==> src/rtl/rxq_pkg.sv <==
package rxq_pkg;

    localparam int CHAR_W = 8;

    typedef struct packed {
        logic              brk;
        logic              frm;
        logic              par;
        logic [CHAR_W-1:0] data;
    } rxq_entry_t;

    typedef enum logic [1:0] {
        S_EMPTY   = 2'd0,
        S_PARTIAL = 2'd1,
        S_FULL    = 2'd2
    } fill_state_t;

endpackage

==> src/rtl/rxq_fill_fsm.sv <==
module rxq_fill_fsm
    import rxq_pkg::*;
#(
    parameter int DEPTH = 64,
    localparam int AW = (DEPTH > 1) ? $clog2(DEPTH) : 1
) (
    input  logic          clk,
    input  logic          rst_n,
    input  logic          push_i,
    input  logic          pop_i,
    output logic          push_ok_o,
    output logic          pop_ok_o,
    output logic          ovr_evt_o,
    output logic [AW-1:0] wr_ptr_o,
    output logic [AW-1:0] rd_ptr_o,
    output fill_state_t   state_o
);

    localparam logic [AW:0]   OCC_LAST = (AW+1)'(DEPTH - 1);
    localparam logic [AW-1:0] PTR_LAST = AW'(DEPTH - 1);

    fill_state_t   state_q, state_d;
    logic [AW:0]   occ_q;
    logic [AW-1:0] wr_q, rd_q;

    // state register
    always_ff @(posedge clk or negedge rst_n) begin
        if (!rst_n) state_q <= S_EMPTY;
        else        state_q <= state_d;
    end

    // next state and per-cycle outputs
    always_comb begin
        state_d   = state_q;
        push_ok_o = 1'b0;
        pop_ok_o  = 1'b0;
        ovr_evt_o = 1'b0;
        unique case (state_q)
            S_EMPTY: begin
                push_ok_o = push_i;
                if (push_i) state_d = (DEPTH == 1) ? S_FULL : S_PARTIAL;
            end
            S_PARTIAL: begin
                push_ok_o = push_i;
                pop_ok_o  = pop_i;
                if (push_i && !pop_i && occ_q == OCC_LAST)
                    state_d = S_FULL;
                else if (pop_i && !push_i && occ_q == (AW+1)'(1))
                    state_d = S_EMPTY;
            end
            S_FULL: begin
                pop_ok_o  = pop_i;
                ovr_evt_o = push_i;
                if (pop_i) state_d = (DEPTH == 1) ? S_EMPTY : S_PARTIAL;
            end
            default: state_d = S_EMPTY;
        endcase
    end

    // occupancy and pointers
    always_ff @(posedge clk or negedge rst_n) begin
        if (!rst_n) begin
            occ_q <= '0;
            wr_q  <= '0;
            rd_q  <= '0;
        end else begin
            if (push_ok_o) wr_q <= (wr_q == PTR_LAST) ? '0 : wr_q + 1'b1;
            if (pop_ok_o)  rd_q <= (rd_q == PTR_LAST) ? '0 : rd_q + 1'b1;
            if (push_ok_o && !pop_ok_o)      occ_q <= occ_q + 1'b1;
            else if (pop_ok_o && !push_ok_o) occ_q <= occ_q - 1'b1;
        end
    end

    assign wr_ptr_o = wr_q;
    assign rd_ptr_o = rd_q;
    assign state_o  = state_q;

    // the empty state and a zero occupancy count always agree
    a_r2_empty_matches_occ: assert property (@(posedge clk) disable iff (!rst_n)
        (state_q == S_EMPTY) == (occ_q == '0));

    // a lone push into a full queue leaves occupancy unchanged
    a_r6_full_push_dropped: assert property (@(posedge clk) disable iff (!rst_n)
        (state_q == S_FULL && push_i && !pop_i) |=> (occ_q == $past(occ_q)) && state_q == S_FULL);

    // a lone pop on an empty queue keeps it empty
    a_r8_empty_pop_ignored: assert property (@(posedge clk) disable iff (!rst_n)
        (state_q == S_EMPTY && pop_i && !push_i) |=> (occ_q == '0));

    // a push with a pop in the partial state keeps occupancy
    a_r10_push_pop_nets: assert property (@(posedge clk) disable iff (!rst_n)
        (state_q == S_PARTIAL && push_i && pop_i) |=> $stable(occ_q));

endmodule

==> src/rtl/rxq_store.sv <==
module rxq_store
    import rxq_pkg::*;
#(
    parameter int DEPTH = 64,
    localparam int AW = (DEPTH > 1) ? $clog2(DEPTH) : 1
) (
    input  logic          clk,
    input  logic          wr_en_i,
    input  logic [AW-1:0] wr_ptr_i,
    input  rxq_entry_t    wr_entry_i,
    input  logic [AW-1:0] rd_ptr_i,
    output rxq_entry_t    rd_entry_o
);

    rxq_entry_t slots [DEPTH];

    always_ff @(posedge clk) begin
        if (wr_en_i) slots[wr_ptr_i] <= wr_entry_i;
    end

    assign rd_entry_o = slots[rd_ptr_i];

endmodule

==> src/rtl/rxq_err_tally.sv <==
module rxq_err_tally #(
    parameter int DEPTH = 64,
    localparam int CW = $clog2(DEPTH + 1)
) (
    input  logic          clk,
    input  logic          rst_n,
    input  logic          inc_i,
    input  logic          dec_i,
    output logic [CW-1:0] count_o
);

    logic [CW-1:0] cnt_q;

    always_ff @(posedge clk or negedge rst_n) begin
        if (!rst_n)              cnt_q <= '0;
        else if (inc_i && !dec_i) cnt_q <= cnt_q + 1'b1;
        else if (dec_i && !inc_i) cnt_q <= cnt_q - 1'b1;
    end

    assign count_o = cnt_q;

    // the tally never decrements below zero
    a_r4_tally_no_underflow: assert property (@(posedge clk) disable iff (!rst_n)
        (cnt_q == '0) |-> !(dec_i && !inc_i));

    // simultaneous increment and decrement leaves the tally unchanged
    a_r10_tally_nets: assert property (@(posedge clk) disable iff (!rst_n)
        (inc_i && dec_i) |=> $stable(cnt_q));

endmodule

==> src/rtl/uart_rx_errfifo.sv <==
module uart_rx_errfifo
    import rxq_pkg::*;
#(
    parameter int DEPTH = 64,
    localparam int AW = (DEPTH > 1) ? $clog2(DEPTH) : 1,
    localparam int CW = $clog2(DEPTH + 1)
) (
    input  logic        clk,
    input  logic        rst_n,
    input  logic        push_i,
    input  logic [7:0]  push_data_i,
    input  logic        push_brk_i,
    input  logic        push_frm_i,
    input  logic        push_par_i,
    input  logic        pop_i,
    output logic [7:0]  pop_data_o,
    input  logic        stat_rd_i,
    output logic [7:0]  status_o,
    input  logic        thr_empty_i,
    input  logic        tsr_empty_i
);

    logic          push_ok, pop_ok, ovr_evt;
    logic [AW-1:0] wr_ptr, rd_ptr;
    fill_state_t   fill_state;
    rxq_entry_t    in_entry, head;
    logic          head_valid, head_err, in_err;
    logic [CW-1:0] err_cnt;
    logic          ovr_q;

    rxq_fill_fsm #(.DEPTH(DEPTH)) u_fill (
        .clk       (clk),
        .rst_n     (rst_n),
        .push_i    (push_i),
        .pop_i     (pop_i),
        .push_ok_o (push_ok),
        .pop_ok_o  (pop_ok),
        .ovr_evt_o (ovr_evt),
        .wr_ptr_o  (wr_ptr),
        .rd_ptr_o  (rd_ptr),
        .state_o   (fill_state)
    );

    // a break character is always stored as zero data
    always_comb begin
        in_entry.brk  = push_brk_i;
        in_entry.frm  = push_frm_i;
        in_entry.par  = push_par_i;
        in_entry.data = push_brk_i ? '0 : push_data_i;
    end

    rxq_store #(.DEPTH(DEPTH)) u_store (
        .clk        (clk),
        .wr_en_i    (push_ok),
        .wr_ptr_i   (wr_ptr),
        .wr_entry_i (in_entry),
        .rd_ptr_i   (rd_ptr),
        .rd_entry_o (head)
    );

    assign head_valid = (fill_state != S_EMPTY);
    assign head_err   = head_valid && (head.brk || head.frm || head.par);
    assign in_err     = push_brk_i || push_frm_i || push_par_i;

    rxq_err_tally #(.DEPTH(DEPTH)) u_tally (
        .clk     (clk),
        .rst_n   (rst_n),
        .inc_i   (push_ok && in_err),
        .dec_i   (pop_ok && head_err),
        .count_o (err_cnt)
    );

    // sticky overrun: a new overrun outranks a clearing read
    always_ff @(posedge clk or negedge rst_n) begin
        if (!rst_n)         ovr_q <= 1'b0;
        else if (ovr_evt)   ovr_q <= 1'b1;
        else if (stat_rd_i) ovr_q <= 1'b0;
    end

    assign pop_data_o = pop_ok ? head.data : 8'h00;

    always_comb begin
        status_o[0] = head_valid;
        status_o[1] = ovr_q;
        status_o[2] = head_valid && head.par;
        status_o[3] = head_valid && head.frm;
        status_o[4] = head_valid && head.brk;
        status_o[5] = thr_empty_i;
        status_o[6] = thr_empty_i && tsr_empty_i;
        status_o[7] = (err_cnt != '0);
    end

    // a read without a fresh overrun leaves the flag clear
    a_r7_read_clears: assert property (@(posedge clk) disable iff (!rst_n)
        (stat_rd_i && !ovr_evt) |=> !status_o[1]);

    // an overrun always shows in the status next cycle
    a_r6_overrun_flagged: assert property (@(posedge clk) disable iff (!rst_n)
        ovr_evt |=> status_o[1]);

    // popping a break character yields zero data
    a_r5_break_zero: assert property (@(posedge clk) disable iff (!rst_n)
        (pop_i && status_o[4]) |-> (pop_data_o == 8'h00));

    // the error summary implies a non-empty queue
    a_r4_summary_needs_data: assert property (@(posedge clk) disable iff (!rst_n)
        status_o[7] |-> status_o[0]);

    // without a pop, the head error bits hold across the next edge
    a_r3_head_stable: assert property (@(posedge clk) disable iff (!rst_n)
        (status_o[0] && !pop_i) |=> $stable(status_o[4:2]));

endmodule

==> config.mk <==
export PLATFORM = sky130hd
export DESIGN_NAME = uart_rx_errfifo
export DESIGN_NICKNAME = d
export VERILOG_FILES = /design/src/rtl/rxq_pkg.sv /design/src/rtl/rxq_fill_fsm.sv /design/src/rtl/rxq_store.sv /design/src/rtl/rxq_err_tally.sv /design/src/rtl/uart_rx_errfifo.sv
export SDC_FILE = /design/constraint.sdc
export NUM_CORES = 1
export LEC_CHECK = 0
export BUFFER_PORTS_ARGS = -buffer_cell sky130_fd_sc_hd__buf_2
export CORE_UTILIZATION = 40
export CTS_CLUSTER_SIZE = 40
export DETAILED_ROUTE_END_ITERATION = 8
export GPL_TIMING_DRIVEN = 0
export MAX_ROUTING_LAYER = met4
export PLACE_DENSITY = 0.67
export SKIP_CTS_REPAIR_TIMING = 1
export SYNTH_ARGS = -nofsm -noshare
export SYNTH_HDL_FRONTEND = slang
export SYNTH_HIERARCHICAL = 1
export SYNTH_SLANG_ARGS = --single-unit
==> constraint.sdc <==
create_clock -name clk -period 4 [get_ports clk]
set_clock_uncertainty 0.05 [all_clocks]
set_input_delay 0.4 -clock clk [delete_from_list [all_inputs] [get_ports clk]]
set_output_delay 0.4 -clock clk [all_outputs]
set_load 0.005 [all_outputs]
==> flow_metrics.env <==
export IMPL_status="complete, but fails checks"
export IMPL_violations="negative setup slack"
export IMPL_ys_warn_count=6
export IMPL_finalSetupViolations=10
export IMPL_min_period_ns=4.13
export IMPL_startpoint_type="flip-flop"
export IMPL_design_die_area_um2=74100
export IMPL_drive_gt1_frac=0.261
export IMPL_postLayoutCoreUtil=0.472
export IMPL_yosysSeqAreaShare=0.749
export IMPL_critical_path_class="reg2reg"
export IMPL_multi_input_area_um2=7210
export IMPL_synth_top_area_cell="edfxtp_1"
export IMPL_regArea_um2=21900
export IMPL_totalWireLength_um=66800
export IMPL_synth_fp_nets=1507
export IMPL_drv_cap=0
export IMPL_initial_utilization=0.406
export IMPL_hold_viol=0
export IMPL_fin_ws_ns=-0.125
export IMPL_ant_nets=0
export IMPL_track_usage=0.186
export IMPL_synth_edf_count=704
export IMPL_grt_pass1_vias=14800
export IMPL_root_buffer="clkbuf_16"
export IMPL_gp_congestion=0.906
export IMPL_grt_pass1_wl_um=97800
export IMPL_cp_arrival_ns=4.55
export IMPL_clk_pin_slew_ns=0.06
export IMPL_hold_path_startpoint="stat_rd_i"
export IMPL_worst_pin_slew_ns=1.33
export IMPL_r2r_cells=17
export IMPL_synth_area_leaders="edfxtp_1 72%, mux4_2 12%, mux2i_1 2.5%"
export IMPL_die_y_um=272
export IMPL_r2r_start="u_fill/rd_ptr_o[0]$_DFFE_PN0P_"
export IMPL_pin_count=34
export IMPL_drt_first_iter_violations=1512
export IMPL_synth_seq_cells=733
export IMPL_clock_latency_ns=0.60
export IMPL_viasPerCell=5.70
export IMPL_drt_pass1_iterations=8
export IMPL_vdd_drop_max_mv=0.465
export IMPL_r2r_end="u_tally/count_o[6]$_DFFE_PN0P_"
export IMPL_synth_ff_type="edfxtp_1"
export IMPL_crit_path_top_delay_cell="mux4_2"
export IMPL_hold_end="ovr_q$_DFFE_PN0P_"
export IMPL_netlist_area_leader_share=0.724
export IMPL_cts_inserted_buffers=73
export IMPL_overflow=0
export IMPL_crit_fanout=7
export IMPL_dp_hpwl_um=42700
export IMPL_r2r_slack_ns=-0.13
export IMPL_syn_area_per_cell_um2=19.8
export IMPL_vias=15000
export IMPL_antenna_found_initial=0
export IMPL_hold_class="in2reg"
export IMPL_h_tree_depth=3
export IMPL_grt_start_max_net_pins=74
export IMPL_total_leakage_power_uw=0.0111
export IMPL_syn_area_um2=29200
export IMPL_io_buffers=33
export IMPL_synth_distinct_cells=55
export IMPL_rows=98
export IMPL_antenna_cells=0
export IMPL_required_ns=4.43
export IMPL_fp_dieW_um=272
export IMPL_clock_fmax_ghz=0.242
export IMPL_fillCellCount=5951
export IMPL_crit_path_cell_trace="buf_6 -> buf_12 -> buf_16 -> mux4_2 -> mux2i_4 -> a32o_2 -> nor4_4 -> a31o_1 -> o311a_1 -> inv_2 -> ha_4 -> inv_6 -> fa_2 -> a211oi_4 -> or3_1 -> o211ai_2 -> xor2_1"
export IMPL_end_kind="flip-flop"
export IMPL_period_share=1.03
export IMPL_clkSinkCount=733
export IMPL_drc_errors=0
export IMPL_holdPathStages=3
export IMPL_synth_most_common_cell="edfxtp_1"
export IMPL_synthCells=1471
export IMPL_cts_tree="done"
export IMPL_wl_per_cell_um=25.4
export IMPL_clockBufferDepth=3
export IMPL_slew_viol_final=0
export IMPL_dp_cells=2464
export IMPL_synthToLayoutAreaGrowth_pct=16.2
export IMPL_rsz0062_at_grt="yes"
export IMPL_ys_top_cells_by_count="704 x edfxtp_1, 158 x mux4_2, 74 x nor2_1"
export IMPL_slew_headroom=0.112
export IMPL_final_cells=2625
export IMPL_core_um2=71900
export IMPL_powerDensity_nw_per_um2=692
export IMPL_slowest_delay_ns=0.56
export IMPL_nNetsFinal=1655
export IMPL_async_reset_ff_frac=0.0396
critical path: cells and delay by family, from the launching register on:
| kind | cells | cell delay [ns] |
|---|---|---|
| fa+ha+maj | 2 | 0.57 |
| flops | 1 | 0.38 |
| simple gates | 2 | 0.24 |
| mux | 2 | 0.76 |
| xor+xnor | 1 | 0.16 |
| buf+inv | 5 | 0.62 |
| compound gates | 5 | 1.21 |
cells in the final DEF (no fill, tap or decap), types with 11 or more instances in the layout:
cell type and n:
clkbuf_16 80, mux2i_1 66, clkinv_1 22, nand3_1 16, mux4_2 158, nor2b_1 18
buf_12 14, clkbuf_1 31, a221oi_1 16, buf_6 13, nor2_1 74, o21ai_0 18
dfrtp_1 28, and2_1 16, nand2_1 59, a21oi_1 20, buf_4 41, a31o_1 11
buf_2 33, edfxtp_1 704, ha_1 12, a22oi_1 11
power breakdown:
| part | internal (uW) | switching (uW) |
|---|---|---|
| Clock | 3710 | 2760 |
| Combinational | 3600 | 4390 |
| Sequential | 8750 | 243 |
metrics by stage:
stage          cell area, um^2  worst slack (ns)  hold WS, ns  setup TNS (ns)  total power [uW]
6_report                 33900            -0.125       0.0320          -0.651             23500
3_3_place_gp             30500             -1.85        0.413         -714.51             15900
5_1_grt                  33900            -0.266       0.0387           -1.31             24300
4_1_cts                  33100             -1.56       -0.214          -17.91             22500
2_1_floorplan            29200           0.00546       0.0544               0             13700
3_5_place_dp             30800             -1.56        0.417          -11.04             16000
layer usage:
layer,track usage,part of all wire
met1,0.246,0.41
met2,0.292,0.49
met3,0.0380,0.080
met4,0.0497,0.019
met5,-,0
worst max path at each step:
stage / end / startpoint
after global placement: u_store/slots[36][4]$_DFFE_PP_ / push_brk_i
final: u_tally/count_o[6]$_DFFE_PN0P_ / u_fill/rd_ptr_o[0]$_DFFE_PN0P_
after detailed placement: u_tally/count_o[6]$_DFFE_PN0P_ / u_fill/rd_ptr_o[4]$_DFFE_PN0P_
after floorplan: u_tally/count_o[6]$_DFFE_PN0P_ / u_fill/rd_ptr_o[0]$_DFFE_PN0P_
after global routing: u_tally/count_o[6]$_DFFE_PN0P_ / u_fill/rd_ptr_o[0]$_DFFE_PN0P_
after CTS: u_tally/count_o[6]$_DFFE_PN0P_ / u_fill/rd_ptr_o[4]$_DFFE_PN0P_
layout make-up:
class,count,share of cell area
clock buffer,95,0.0600
inverter,12,0.00159
timing repair buffer,74,0.0187
buffer,78,0.0203
sequential,733,0.645
tap,950,0.0351
multi-input combinational,647,0.213
clock inverter,36,0.00664
kinds of logic (layout without fill, tap and decap cells):
family	count (synthesis)	after routing	synth area share
DFF	733	733	0.749
AOI/OAI and AO/OA	135	135	0.0339
buffers and inverters	91	295	0.0153
muxes	232	232	0.147
adders and majority gates	18	18	0.00797
xor gates and xnor gates	19	19	0.00570
and+or+nand+nor	243	243	0.0406
state kept, by name, summed over array words and instances (netlist names):
signal	count
u_fill/wr_ptr_o	6
u_fill/occ_q	7
ovr_q	1
u_tally/count_o	7
u_fill/state_o	2
u_store/slots	704
u_fill/rd_ptr_o	6
Note: power is estimated with default switching activity, not from simulation.
